### config.mk
export PLATFORM = sky130hd
export DESIGN_NAME = gpio_pinmux
export DESIGN_NICKNAME = d
export VERILOG_FILES = /design/src/rtl/gpio_pinmux_pkg.sv /design/src/rtl/gpio_regfile.sv /design/src/rtl/gpio_mux.sv /design/src/rtl/gpio_event.sv /design/src/rtl/gpio_pinmux.sv
export SDC_FILE = /design/constraint.sdc
export NUM_CORES = 1
export LEC_CHECK = 0
export BUFFER_PORTS_ARGS = -buffer_cell sky130_fd_sc_hd__buf_2
export CAP_MARGIN = 15
export CORE_MARGIN = 1.5
export CORE_UTILIZATION = 55
export DETAILED_ROUTE_END_ITERATION = 10
export PLACE_DENSITY = 0.87
export RECOVER_POWER = 25
export SLEW_MARGIN = 5
export SYNTH_ARGS = -nofsm -noshare
export SYNTH_HDL_FRONTEND = slang
export SYNTH_SLANG_ARGS = --single-unit
### constraint.sdc
create_clock -name clk -period 3.85 [get_ports clk]
set_input_delay 0.1925 -clock clk [delete_from_list [all_inputs] [get_ports clk]]
set_output_delay 0.1925 -clock clk [all_outputs]
set_load 0.01 [all_outputs]
### src/rtl/gpio_pinmux_pkg.sv
package gpio_pinmux_pkg;
  localparam int AW = 3;
  localparam logic [AW-1:0] A_OUT   = 3'd0;
  localparam logic [AW-1:0] A_DIR   = 3'd1;
  localparam logic [AW-1:0] A_SEL   = 3'd2;
  localparam logic [AW-1:0] A_CFG   = 3'd3;
  localparam logic [AW-1:0] A_STAT  = 3'd4;
  localparam logic [AW-1:0] A_EN    = 3'd5;
  localparam logic [AW-1:0] A_ROUTE = 3'd6;
  localparam logic [AW-1:0] A_IN    = 3'd7;
endpackage

### src/rtl/gpio_regfile.sv
module gpio_regfile
  import gpio_pinmux_pkg::*;
#(
  parameter int NPIN = 32
) (
  input  logic            clk,
  input  logic            rst_rsm,
  input  logic            rst_bus,
  input  logic            wr_en,
  input  logic [AW-1:0]   addr,
  input  logic [NPIN-1:0] wdata,
  input  logic [NPIN-1:0] ev_set,
  input  logic [NPIN-1:0] sync_in,
  output logic [NPIN-1:0] rdata,
  output logic [NPIN-1:0] out_q,
  output logic [NPIN-1:0] dir_q,
  output logic [NPIN-1:0] sel_q,
  output logic [NPIN-1:0] cfg_q,
  output logic [NPIN-1:0] en_q,
  output logic [NPIN-1:0] route_q,
  output logic [NPIN-1:0] stat_q
);
  logic            wr_ok;
  logic [NPIN-1:0] clr_mask;
  logic [NPIN-1:0] rd_mux;

  assign wr_ok    = wr_en && !rst_bus;
  assign clr_mask = (wr_ok && addr == A_STAT) ? wdata : '0;

  // always-on domain
  always_ff @(posedge clk) begin
    if (rst_rsm) begin
      out_q <= '0;
      dir_q <= '0;
      sel_q <= '1;
    end else if (wr_ok) begin
      if (addr == A_OUT) out_q <= wdata;
      if (addr == A_DIR) dir_q <= wdata;
      if (addr == A_SEL) sel_q <= wdata;
    end
  end

  always_comb begin
    case (addr)
      A_OUT:   rd_mux = out_q;
      A_DIR:   rd_mux = dir_q;
      A_SEL:   rd_mux = sel_q;
      A_CFG:   rd_mux = cfg_q;
      A_STAT:  rd_mux = stat_q;
      A_EN:    rd_mux = en_q;
      A_ROUTE: rd_mux = route_q;
      default: rd_mux = sync_in;
    endcase
  end

  // bus domain
  always_ff @(posedge clk) begin
    if (rst_bus) begin
      cfg_q   <= '0;
      en_q    <= '0;
      route_q <= '0;
      stat_q  <= '0;
      rdata   <= '0;
    end else begin
      if (wr_ok && addr == A_CFG)   cfg_q   <= wdata;
      if (wr_ok && addr == A_EN)    en_q    <= wdata;
      if (wr_ok && addr == A_ROUTE) route_q <= wdata;
      stat_q <= (stat_q & ~clr_mask) | ev_set;
      rdata  <= rd_mux;
    end
  end


  keep_rsm_chk: assert property (@(posedge clk) disable iff (rst_rsm)
    rst_bus |=> (out_q == $past(out_q) && dir_q == $past(dir_q) && sel_q == $past(sel_q)));


  stat_clear_chk: assert property (@(posedge clk) disable iff (rst_bus)
    (wr_en && addr == A_STAT) |=> ((stat_q & $past(wdata & ~ev_set)) == '0));
endmodule

### src/rtl/gpio_mux.sv
module gpio_mux #(
  parameter int              NPIN    = 32,
  parameter logic [NPIN-1:0] CFG_GRP = 32'h0F00_0000,
  parameter int              TRI_PIN = 14,
  parameter int              MON_BIT = 31
) (
  input  logic            clk,
  input  logic            rst_bus,
  input  logic [NPIN-1:0] out_q,
  input  logic [NPIN-1:0] dir_q,
  input  logic [NPIN-1:0] sel_q,
  input  logic [NPIN-1:0] cfg_q,
  input  logic [NPIN-1:0] func_out,
  input  logic [NPIN-1:0] func_oe,
  input  logic            spk_i,
  input  logic [NPIN-1:0] sync_in,
  output logic [NPIN-1:0] fsel,
  output logic [NPIN-1:0] pad_out,
  output logic [NPIN-1:0] pad_oe,
  output logic            mon_o
);
  localparam logic [NPIN-1:0] TRI_MASK = NPIN'(1) << TRI_PIN;

  logic            spk_sel;
  logic            mon_sel;
  logic [NPIN-1:0] nx_out;
  logic [NPIN-1:0] nx_oe;

  // speaker outranks monitor, monitor outranks GPIO
  assign spk_sel = sel_q[TRI_PIN];
  assign mon_sel = !sel_q[TRI_PIN] && cfg_q[MON_BIT];

  for (genvar i = 0; i < NPIN; i++) begin : g_pin
    if (i == TRI_PIN) begin : g_tri
      assign fsel[i]   = spk_sel | mon_sel;
      assign nx_out[i] = spk_sel ? spk_i : (mon_sel ? 1'b0 : out_q[i]);
      assign nx_oe[i]  = spk_sel ? 1'b1  : (mon_sel ? 1'b0 : dir_q[i]);
    end else begin : g_std
      if (CFG_GRP[i]) begin : g_cfg
        assign fsel[i] = cfg_q[i];
      end else begin : g_sel
        assign fsel[i] = sel_q[i];
      end
      assign nx_out[i] = fsel[i] ? func_out[i] : out_q[i];
      assign nx_oe[i]  = fsel[i] ? func_oe[i]  : dir_q[i];
    end
  end

  always_ff @(posedge clk) begin
    if (rst_bus) begin
      pad_out <= '0;
      pad_oe  <= '0;
      mon_o   <= 1'b0;
    end else begin
      pad_out <= nx_out;
      pad_oe  <= nx_oe;
      mon_o   <= mon_sel & sync_in[TRI_PIN];
    end
  end


  spk_drive_chk: assert property (@(posedge clk) disable iff (rst_bus)
    spk_sel |=> (pad_oe[TRI_PIN] && pad_out[TRI_PIN] == $past(spk_i)));


  func_pass_chk: assert property (@(posedge clk) disable iff (rst_bus)
    1'b1 |=> (((pad_oe ^ $past(func_oe)) & $past(fsel & ~TRI_MASK)) == '0));
endmodule

### src/rtl/gpio_event.sv
module gpio_event #(
  parameter int              NPIN     = 32,
  parameter logic [NPIN-1:0] EVT_GPIO = 32'h0016_0253,
  parameter logic [NPIN-1:0] EVT_FUNC = 32'h0000_0C01,
  parameter logic [NPIN-1:0] NO_WAKE  = 32'h0000_0040
) (
  input  logic            clk,
  input  logic            rst_bus,
  input  logic [NPIN-1:0] pad_in,
  input  logic [NPIN-1:0] fsel,
  input  logic [NPIN-1:0] en_q,
  input  logic [NPIN-1:0] route_q,
  output logic [NPIN-1:0] sync_in,
  output logic [NPIN-1:0] ev,
  output logic            sci_o,
  output logic            smi_o,
  output logic            wake_o
);
  logic [NPIN-1:0] s1;
  logic [NPIN-1:0] prev;
  logic [NPIN-1:0] elig;

  always_ff @(posedge clk) begin
    if (rst_bus) begin
      s1      <= '0;
      sync_in <= '0;
      prev    <= '0;
    end else begin
      s1      <= pad_in;
      sync_in <= s1;
      prev    <= sync_in;
    end
  end

  assign elig = (EVT_GPIO & ~fsel) | (EVT_FUNC & fsel);
  assign ev   = sync_in & ~prev & elig & en_q;

  always_ff @(posedge clk) begin
    if (rst_bus) begin
      sci_o  <= 1'b0;
      smi_o  <= 1'b0;
      wake_o <= 1'b0;
    end else begin
      sci_o  <= |(ev & ~route_q);
      smi_o  <= |(ev &  route_q);
      wake_o <= |(ev & ~NO_WAKE);
    end
  end


  no_wake_chk: assert property (@(posedge clk) disable iff (rst_bus)
    (ev != '0 && (ev & ~NO_WAKE) == '0) |=> !wake_o);
endmodule

### src/rtl/gpio_pinmux.sv
module gpio_pinmux
  import gpio_pinmux_pkg::*;
#(
  parameter int              NPIN     = 32,
  parameter logic [NPIN-1:0] CFG_GRP  = 32'h0F00_0000,
  parameter int              TRI_PIN  = 14,
  parameter int              MON_BIT  = 31,
  parameter logic [NPIN-1:0] EVT_GPIO = 32'h0016_0253,
  parameter logic [NPIN-1:0] EVT_FUNC = 32'h0000_0C01,
  parameter logic [NPIN-1:0] NO_WAKE  = 32'h0000_0040
) (
  input  logic            clk,
  input  logic            rst_rsm,
  input  logic            rst_bus,
  input  logic            wr_en,
  input  logic [AW-1:0]   addr,
  input  logic [NPIN-1:0] wdata,
  output logic [NPIN-1:0] rdata,
  input  logic [NPIN-1:0] pad_in,
  output logic [NPIN-1:0] pad_out,
  output logic [NPIN-1:0] pad_oe,
  input  logic [NPIN-1:0] func_out,
  input  logic [NPIN-1:0] func_oe,
  input  logic            spk_i,
  output logic            mon_o,
  output logic            sci_o,
  output logic            smi_o,
  output logic            wake_o
);
  logic [NPIN-1:0] out_q, dir_q, sel_q, cfg_q, en_q, route_q, stat_q;
  logic [NPIN-1:0] sync_in, ev, fsel;

  gpio_regfile #(.NPIN(NPIN)) u_regs (
    .clk(clk), .rst_rsm(rst_rsm), .rst_bus(rst_bus), .wr_en(wr_en),
    .addr(addr), .wdata(wdata), .ev_set(ev), .sync_in(sync_in),
    .rdata(rdata), .out_q(out_q), .dir_q(dir_q), .sel_q(sel_q),
    .cfg_q(cfg_q), .en_q(en_q), .route_q(route_q), .stat_q(stat_q)
  );

  gpio_mux #(.NPIN(NPIN), .CFG_GRP(CFG_GRP), .TRI_PIN(TRI_PIN), .MON_BIT(MON_BIT)) u_mux (
    .clk(clk), .rst_bus(rst_bus), .out_q(out_q), .dir_q(dir_q),
    .sel_q(sel_q), .cfg_q(cfg_q), .func_out(func_out), .func_oe(func_oe),
    .spk_i(spk_i), .sync_in(sync_in), .fsel(fsel), .pad_out(pad_out),
    .pad_oe(pad_oe), .mon_o(mon_o)
  );

  gpio_event #(.NPIN(NPIN), .EVT_GPIO(EVT_GPIO), .EVT_FUNC(EVT_FUNC), .NO_WAKE(NO_WAKE)) u_evt (
    .clk(clk), .rst_bus(rst_bus), .pad_in(pad_in), .fsel(fsel),
    .en_q(en_q), .route_q(route_q), .sync_in(sync_in), .ev(ev),
    .sci_o(sci_o), .smi_o(smi_o), .wake_o(wake_o)
  );


  event_stat_chk: assert property (@(posedge clk) disable iff (rst_bus)
    (sci_o || smi_o) |-> (stat_q != '0));
endmodule

==> results of run 1 <==
stage by stage:
step / hold WS [ns] / total power [W] / util [%]
after floorplan: 0.280 / 0.00470 / -
after global placement: 0.406 / 0.00494 / 60.5
after detailed placement: 0.405 / 0.00496 / 60.5
after CTS: 0.272 / 0.00873 / 69.9
after global routing: 0.319 / 0.00900 / 69.7
final: 0.268 / 0.00877 / 69.7
power breakdown:
group	switching, W	internal [W]
Sequential	0.0000657	0.00424
Clock	0.00161	0.00216
Combinational	0.000379	0.000307
cell families (layout without fill, tap and decap cells):
family                 after synthesis  in the layout  share of synthesized area (%)
other                                0              3                              0
flip-flops                         398            398                           52.9
buffers and inverters              137            458                           4.07
AO/OA/AOI/OAI                      397            397                           17.2
AND/OR/NAND/NOR                    664            664                           21.7
multiplexers                        62             62                           4.12
worst max-delay path: cells and delay by family:
kind | cells | cell delay, ns
AND/OR/NAND/NOR | 3 | 1.61
AO/OA/AOI/OAI | 1 | 0.12
buffers and inverters | 1 | 0.68
what timing repair did:
item / 4_1_cts / 5_1_grt
hold buffers: 127 / 0
gates resized for setup: 0 / 0
endpoints found under the hold margin: 292 / 0
layout make-up:
cell class / instances / area, um^2 / share of cell area (%)
sequential: 398 / 7970 / 42.5
multi-input combinational: 1123 / 6520 / 34.8
timing repair buffer: 378 / 2530 / 13.5
clock buffer: 55 / 1120 / 5.96
tap: 341 / 427 / 2.28
clock inverter: 15 / 136 / 0.728
inverter: 10 / 37.5 / 0.200
antenna: 3 / 7.51 / 0.0401
layout by cell type (no fill, tap or decap), types with 3 or more instances in the layout:
master / netlist / routed
dfxtp_1: 398 / 398
nand2_1: 293 / 291
buf_2: 47 / 177
dlygate4sd3_1: 0 / 127
nand2b_1: 118 / 118
nor2_1: 108 / 107
a21oi_1: 98 / 98
a22oi_1: 97 / 97
o21ai_0: 88 / 88
nor2b_1: 75 / 75
mux2i_1: 62 / 62
clkbuf_1: 63 / 62
clkbuf_16: 0 / 39
a22o_1: 32 / 32
a21o_1: 32 / 32
a311oi_1: 32 / 32
nand3b_1: 32 / 32
buf_4: 1 / 18
inv_1: 10 / 10
nand3_1: 11 / 10
clkinv_2: 0 / 10
clkbuf_8: 0 / 9
o21ai_1: 6 / 6
nor4bb_1: 5 / 5
a221oi_1: 4 / 4
and2_2: 0 / 4
diode_2: 0 / 3
inv_6: 0 / 3
sequential cells by signal, summed over array words and instances (netlist names), 10 cells and up:
signal          count
u_evt.prev         10
u_evt.s1           32
u_evt.sync_in      32
u_mux.pad_oe       32
u_mux.pad_out      32
u_regs.cfg_q       32
u_regs.dir_q       32
u_regs.en_q        32
u_regs.out_q       32
u_regs.rdata       32
u_regs.route_q     32
u_regs.sel_q       32
u_regs.stat_q      32
final timing paths:
check             cells after the start             start                to  slack (ns)
setup reg to reg                      3  u_evt.sync_in[1]       u_evt.smi_o        1.94
hold reg to reg                       1       u_evt.s1[7]  u_evt.sync_in[7]        0.43
hold / removal                        2           rst_bus  u_mux.pad_oe[27]        0.27
setup / recovery                      5           addr[0]  u_regs.rdata[19]        1.56
routing by layer:
metal | share of wire (%) | vias to the layer above | routed length (um)
li1 | - | 6243 | -
met1 | 39 | 6404 | 17800
met2 | 48 | 744 | 21900
met3 | 8.3 | 178 | 3810
met4 | 4.8 | 2 | 2170
met5 | 0.015 | - | 7
==> impl_metrics.toml, run 1 <==
[logic_synthesis]
synthArstFlopShare_pct = 0
synth_most_common_cell = "dfxtp_1"
synth-edff-count = 0
ys_types = 42
yosysWarnings = 0
synthTopCellsByArea = "dfxtp_1 53%, nand2_1 7.3%, nand2b_1 4.9%"
synth_top_area_cell = "dfxtp_1"
avgSynthCellArea_um2 = 9.08
synth_area_um2 = 15100
synth_top_area_share_pct = 52.9
syn_inst = 1658
yosysSeqAreaShare_pct = 52.9
synth_flop_cell = "dfxtp_1"
synthesis.nets = 1794
synth_commonest_cells = "398 x dfxtp_1, 293 x nand2_1, 118 x nand2b_1"
synth_seq_cells = 398

[placement]
dp_hpwl_um = 25100
preCtsSetupSlack_ns = 1.15
dp.cells = 2122
place_congestion = 0.823
dpl_cell_area_um2 = 16300
portBuffers = 233

[timing]
relSlewSlack_pct = 25.2
period_share_pct = 59.5
setup_slack_ns = 1.56
drv_slew = 0
setup-tns-final_ns = 0
tightest_slew_ns = 1.12
setup_viol = 0
final.min_clock_period_ns = 2.29
fmax_ghz = 0.437
skew_ns = 0.0150
grt_setup_unrepaired = "no"
hold_viol = 0

[critical_path]
cp.required_ns = 4.21
crit_arrival_ns = 2.65
slowest_stage = "buf_2"
setup.worst_path.class = "input port to flop"
worstPathCellList = "buf_2 -> and2_2 -> nand2_2 -> nor2_1 -> a311oi_1"
slowest_delay_ns = 0.68
crit_path_start_kind = "input port"
cp_max_fo = 33
end_kind = "flop"

[route]
avgRoutedWirePerCell_um = 19.7
drt_wl_total_um = 45700
ant_nets = 0
drt_pass1_iterations = 6
remaining_drc_errors = 0
viasPerCell = 5.84
drt-initial-drc-count = 1621
num_vias = 13600

[layout]
final_cell_area_um2 = 18700
nNetsFinal = 2086
num-fill-cells = 1911
drive_gt1_share_pct = 13.9
syn2layout_area_growth_pct = 24.5
final_cells = 2323

[die]
std_cell_rows = 60
start_util_pct = 56.0
core_area_um2 = 26900
ios = 236
floorplan.die_area_um2 = 28400
die_w_um = 168
die_y_um = 168

[grt]
gr-usage-met1_pct = 37.9
grt-busiest-layer = "met2"
globalRouteMet3Util_pct = 5.22
overflow = 0
met2_usage_pct = 53.8
grt_max_degree = 119
gr-usage-all-layers_pct = 31.5
grt_pass1_wl_um = 70600
grt_pass1_vias = 13500
antenna_found_initial = 4

[power_and_ir_drop]
ir_worst_vdd_mv = 0.314
p_leak_nw = 7.72
p_per_area_nw_per_um2 = 468

[hold_path]
hold_class = "input port to flop"

[run]
drv_cap = 0

[cts]
cts_tree = "yes"
cts-root-buf = "clkbuf_16"
cts_max_level = 2
cts.sinks = 398
cts_setup_buffers = 0
clk_latency_ns = 0.53
numCtsBuffers = 39
clk_pin_slew_ns = 0.06
cts_buffer_depth = 3

[run_status]
status = "finished, final reports clean"
(Power assumes the default switching activity.)
==> inputs of run 2 (changes only) <==
Clock period 3.85 ns to 2.26 ns, I/O delays scaled along.
==> run 2 against run 1 <==
The run now ends with capacitance limit, slew limit left. Power rose by 77%. Clock-buffer cell count up 1. Worst hold slack worse by 0.19 ns. Register-to-register slack got worse by 1.4 ns. Sequential cell count is the same. Utilization grew 1.6 points. Global-route usage is 1.1 points higher. Largest power group unchanged.
==> impl_metrics.toml, run 2 (synthesis results as in run 1) <==
[timing]
tightest_slew_ns = 2.15
setup_viol = 0
fmax_ghz = 0.540
setup_slack_ns = 0.409
relSlewSlack_pct = -43.4
hold_viol = 0
final.min_clock_period_ns = 1.85
hold_slack_ns = 0.0736
setup-tns-final_ns = 0
drv_slew = 303
skew_ns = 0.0184
period_share_pct = 81.9
grt_setup_unrepaired = "no"

[power_and_ir_drop]
finalPower_w = 0.0155
p_per_area_nw_per_um2 = 808
p_leak_nw = 8.12
ir_worst_vdd_mv = 0.790

[critical_path]
crit_start = "rst_bus"
worstPathCellList = "clkbuf_8 -> clkbuf_4 -> nand2b_1 -> o21ai_0"
r2r_end = "u_evt.smi_o"
cp_max_fo = 215
worstRegToRegCells = 3
crit_path_start_kind = "input port"
cp.depth = 4
cp.required_ns = 2.64
crit_arrival_ns = 2.23
regToRegSetupSlack_ns = 0.51
setup.worst_path.class = "input port to flop"
cp_num_buf_inv = 2
slowest_delay_ns = 1.55
worstSetupEndpoint = "u_regs.cfg_q[28]"
crit_family = "buffers and inverters"
end_kind = "flop"
slowest_stage = "clkbuf_4"
r2r_start = "u_regs.sel_q[4]"

[layout]
syn2layout_area_growth_pct = 27.4
regArea_um2 = 7970
final_common_cell = "dfxtp_1"
nNetsFinal = 2110
num-fill-cells = 1843
drive_gt1_share_pct = 17.8
final_util_pct = 71.4
final_cell_mix = "398 x dfxtp_1, 291 x nand2_1, 231 x buf_2, 127 x dlygate4sd3_1, 118 x nand2b_1"
multi_input_area_um2 = 6520

[route]
avgRoutedWirePerCell_um = 20.1
num_vias = 14100
drt-initial-drc-count = 1998
drt_wl_total_um = 47300
remaining_drc_errors = 0
viasPerCell = 5.99
drt_pass1_iterations = 8
ant_nets = 0

[grt]
grt_pass1_wl_um = 73400
gr-usage-all-layers_pct = 32.6
grt_max_degree = 216
overflow = 0
grt_pass1_vias = 14000
antenna_found_initial = 5

[hold_path]
hold_class = "input port to flop"
hp-start = "rst_rsm"

[cts]
numCtsBuffers = 39
cts_buffer_depth = 3
clk_latency_ns = 0.53
cts.sinks = 398
cts_setup_buffers = 0
clk_pin_slew_ns = 0.06
cts-root-buf = "clkbuf_16"
cts_tree = "yes"
cts_max_level = 2

[placement]
place_congestion = 0.869
dp_hpwl_um = 27000
portBuffers = 233
preCtsSetupSlack_ns = 0.157

[run]
drv_cap = 2

[die]
die_y_um = 168
std_cell_rows = 60
core_area_um2 = 26900
floorplan.die_area_um2 = 28400
die_w_um = 168
ios = 236
start_util_pct = 56.0

[run_status]
status = "finished, violations left"
failed_checks = "capacitance limit, slew limit"
==> run 2: area by class of cell <==
class | count | share of cell area (%)
repair buffers | 402 | 14.8
inverters | 10 | 0.196
flip-flops and latches | 398 | 41.6
clock buffers | 56 | 6.17
clock inverters | 13 | 1.00
diodes | 6 | 0.0783
multi-input cells | 1123 | 34.0
well taps | 341 | 2.22
==> run 2: how the worst min path moves through the flow <==
stage / to / slack [ns] / cells after the start
6_report: u_regs.out_q[17] / 0.07 / 2
5_1_grt: u_regs.out_q[17] / 0.08 / 2
4_1_cts: u_regs.out_q[18] / 0.05 / 2
3_5_place_dp: u_evt.s1[16] / 0.33 / 2
3_3_place_gp: u_evt.s1[3] / 0.32 / 2
2_1_floorplan: u_regs.stat_q[12] / 0.20 / 1
==> run 2: per-stage QoR <==
stage / instance area [um^2] / std cells
6_report: 19200 / 2349
3_5_place_dp: 16500 / 2147
2_1_floorplan: 15100 / 1658
5_1_grt: 19200 / 2348
3_3_place_gp: 16500 / 2147
4_1_cts: 19200 / 2343
==> run 2: power by group <==
| group | total (W) | internal, W | switching (W) |
|---|---|---|---|
| Sequential | 0.00734 | 0.00723 | 0.000109 |
| Combinational | 0.00123 | 0.000563 | 0.000663 |
| Clock | 0.00693 | 0.00421 | 0.00272 |
==> run 2: metal layers <==
metal  up-vias  track usage, %  routed length [um]
met2       902            55.2               22700
met1      6659            39.7               17700
li1       6290               -                   -
met5         -               0                   0
met3       215            4.47                4290
met4         0            19.2                2620
==> run 2: what timing repair did <==
action / 4_1_cts / 5_1_grt
gates resized for setup: 0 / 0
hold buffers: 127 / 0
hold endpoints to repair: 316 / 0
==> inputs of run 3 (changes only) <==
Settings changed: ABC_AREA set to 1, CORE_UTILIZATION 55 to 51, PLACE_DENSITY 0.87 to 0.85.
Clock period 2.26 ns to 1.7 ns, I/O delays scaled along.
==> run 3 against run 2 <==
The flow now finishes without violations. Critical endpoint is now u_evt.s1[14]. Clock skew down 0.0066 ns. Critical path depth unchanged. Highest routed layer unchanged. Synthesized area up 1.7%. Clock-buffer cell count up 1. Power up 29%. Largest cell class unchanged.
==> impl_metrics.toml, run 3 <==
[run_status]
status = "finished, final reports clean"

[timing]
setup-tns-final_ns = 0
hold_viol = 0
drv_slew = 0
fmax_ghz = 0.642
tightest_slew_ns = 0.969
grt_setup_unrepaired = "no"
final.min_clock_period_ns = 1.56
skew_ns = 0.0118
period_share_pct = 91.7
setup_viol = 0
setup_slack_ns = 0.141
relSlewSlack_pct = 35.4

[critical_path]
worstSetupEndpoint = "u_evt.s1[14]"
regToRegSetupSlack_ns = 0.40
slowest_stage = "clkbuf_4"
crit_arrival_ns = 1.90
cp_max_fo = 72
worstRegToRegCells = 5
crit_path_start_kind = "input port"
slowest_delay_ns = 0.78
r2r_end = "u_evt.wake_o"
end_kind = "flop"
crit_start = "rst_bus"
r2r_start = "u_regs.sel_q[1]"
cp.required_ns = 2.04
worstPathCellList = "dlygate4sd3_1 -> buf_6 -> clkbuf_4 -> nor2_1"
setup.worst_path.class = "input port to flop"

[route]
viasPerCell = 5.43
num_vias = 15100
drt_pass1_iterations = 8
remaining_drc_errors = 0
drt-initial-drc-count = 1502
avgRoutedWirePerCell_um = 16.3
drt_wl_total_um = 45400
ant_nets = 0

[logic_synthesis]
avgSynthCellArea_um2 = 7.50
synth_top_area_cell = "dfxtp_1"
yosysWarnings = 0
synthArstFlopShare_pct = 0
yosysSeqAreaShare_pct = 52.1
syn_inst = 2039
synthesis.nets = 2175
synth_seq_cells = 398
ys_types = 24
synth_commonest_cells = "398 x dfxtp_1, 387 x nand2_1, 379 x nor2_1"
synth_flop_cell = "dfxtp_1"
synth_most_common_cell = "dfxtp_1"
synth_top_area_share_pct = 52.1
synth_area_um2 = 15300
synthTopCellsByArea = "dfxtp_1 52%, nand2_1 9.5%, nor2_1 9.3%"
synth-edff-count = 0

[layout]
regArea_um2 = 7970
syn2layout_area_growth_pct = 27.0
final_cell_mix = "398 x dfxtp_1, 387 x nand2_1, 379 x nor2_1, 253 x o21ai_0, 198 x inv_1"
final_common_cell = "dfxtp_1"
nNetsFinal = 2505
multi_input_area_um2 = 6010
final_util_pct = 65.8
num-fill-cells = 2380
drive_gt1_share_pct = 12.1

[grt]
gr-usage-all-layers_pct = 28.6
grt_pass1_vias = 14700
grt_max_degree = 159
grt_pass1_wl_um = 71800
overflow = 0
antenna_found_initial = 1

[power_and_ir_drop]
combPwrFrac_pct = 8.2
p_leak_nw = 8.61
ir_worst_vdd_mv = 0.770
p_sw_share_pct = 23.1
internal-power_w = 0.0153
p_per_area_nw_per_um2 = 1030
clock_power_share_pct = 42.9
power.switching_w = 0.00462
pwr-share-seq_pct = 48.9

[die]
die_y_um = 176
std_cell_rows = 63
die_w_um = 176
ios = 236
start_util_pct = 51.8
floorplan.die_area_um2 = 31100
core_area_um2 = 29600

[cts]
clk_latency_ns = 0.53
cts-root-buf = "clkbuf_16"
clk_pin_slew_ns = 0.06
cts_tree = "yes"
numCtsBuffers = 39
cts.sinks = 398
cts_max_level = 2
cts_buffer_depth = 3
cts_setup_buffers = 0

[placement]
portBuffers = 233
preCtsSetupSlack_ns = 0.215
dp_hpwl_um = 27600
place_congestion = 0.854

[run]
drv_cap = 0

[hold_path]
hold_class = "input port to flop"
run 3: cell types whose count changed in the layout (fill, tap and decap cells not counted), moves of 62 or more:
cell      delta
o21ai_0    +165
a22oi_1     -97
clkbuf_1    +79
nor2b_1     -75
buf_2       -75
nor2_1     +272
nand2_1     +96
nand4_1     +68
mux2i_1     -62
nand2b_1   -118
inv_1      +188
run 3: worst min path at each step:
stage	from	end	slack (ns)	cells after the start
2_1_floorplan	pad_in[0]	u_evt.s1[0]	0.19	2
3_3_place_gp	pad_in[16]	u_evt.s1[16]	0.29	3
3_5_place_dp	pad_in[30]	u_evt.s1[30]	0.29	3
4_1_cts	rst_rsm	u_regs.sel_q[24]	0.08	4
5_1_grt	rst_rsm	u_regs.sel_q[24]	0.09	4
6_report	rst_rsm	u_regs.sel_q[24]	0.08	4
run 3: metrics by stage:
stage	instances	instance area (um^2)	hold slack, ns	total power (W)
2_1_floorplan	2039	15300	0.192	0.0107
3_3_place_gp	2587	17000	0.286	0.0113
3_5_place_dp	2587	17000	0.292	0.0113
4_1_cts	2786	19500	0.0845	0.0200
5_1_grt	2787	19400	0.0918	0.0206
6_report	2787	19400	0.0826	0.0200
run 3: logic make-up after synthesis:
kind of cell | synth area share (%)
simple gates | 23.9
compound gates | 15.3
flops | 52.1
buf+inv | 8.76
run 3: final cells by class:
type                       instances  area share [%]
sequential                       398            41.0
multi-input combinational       1311            30.9
timing repair buffer             413            15.0
clock buffer                      57            6.00
inverter                         206            4.00
tap                              390            2.51
clock inverter                    11           0.560
antenna                            1          0.0129
run 3: metal layers:
| metal | global-route usage (%) | share of wire (%) | vias up |
|---|---|---|---|
| met5 | 0 | 0 | - |
| met4 | 13.7 | 4.3 | 0 |
| met3 | 4.95 | 9.5 | 153 |
| met2 | 48.7 | 47 | 853 |
| met1 | 35.1 | 39 | 6908 |
| li1 | - | - | 7206 |
run 3: power by group through the flow:
stage | Clock [W] | Sequential, W | Combinational [W]
after floorplan | 0 | 0.0100 | 0.000690
final | 0.00856 | 0.00977 | 0.00164
after global routing | 0.00902 | 0.00979 | 0.00178
after global placement | 0 | 0.00995 | 0.00135
after detailed placement | 0 | 0.00996 | 0.00138
after CTS | 0.00865 | 0.00976 | 0.00163
run 3: timing repair:
item                      4_1_cts  5_1_grt
hold endpoints to repair      316        0
hold buffers                  131        0
resized for setup               0        0
run 3: critical path: cells and delay by family:
family        cells  cell delay [ns]
simple gates      1             0.23
buf+inv           3             1.51
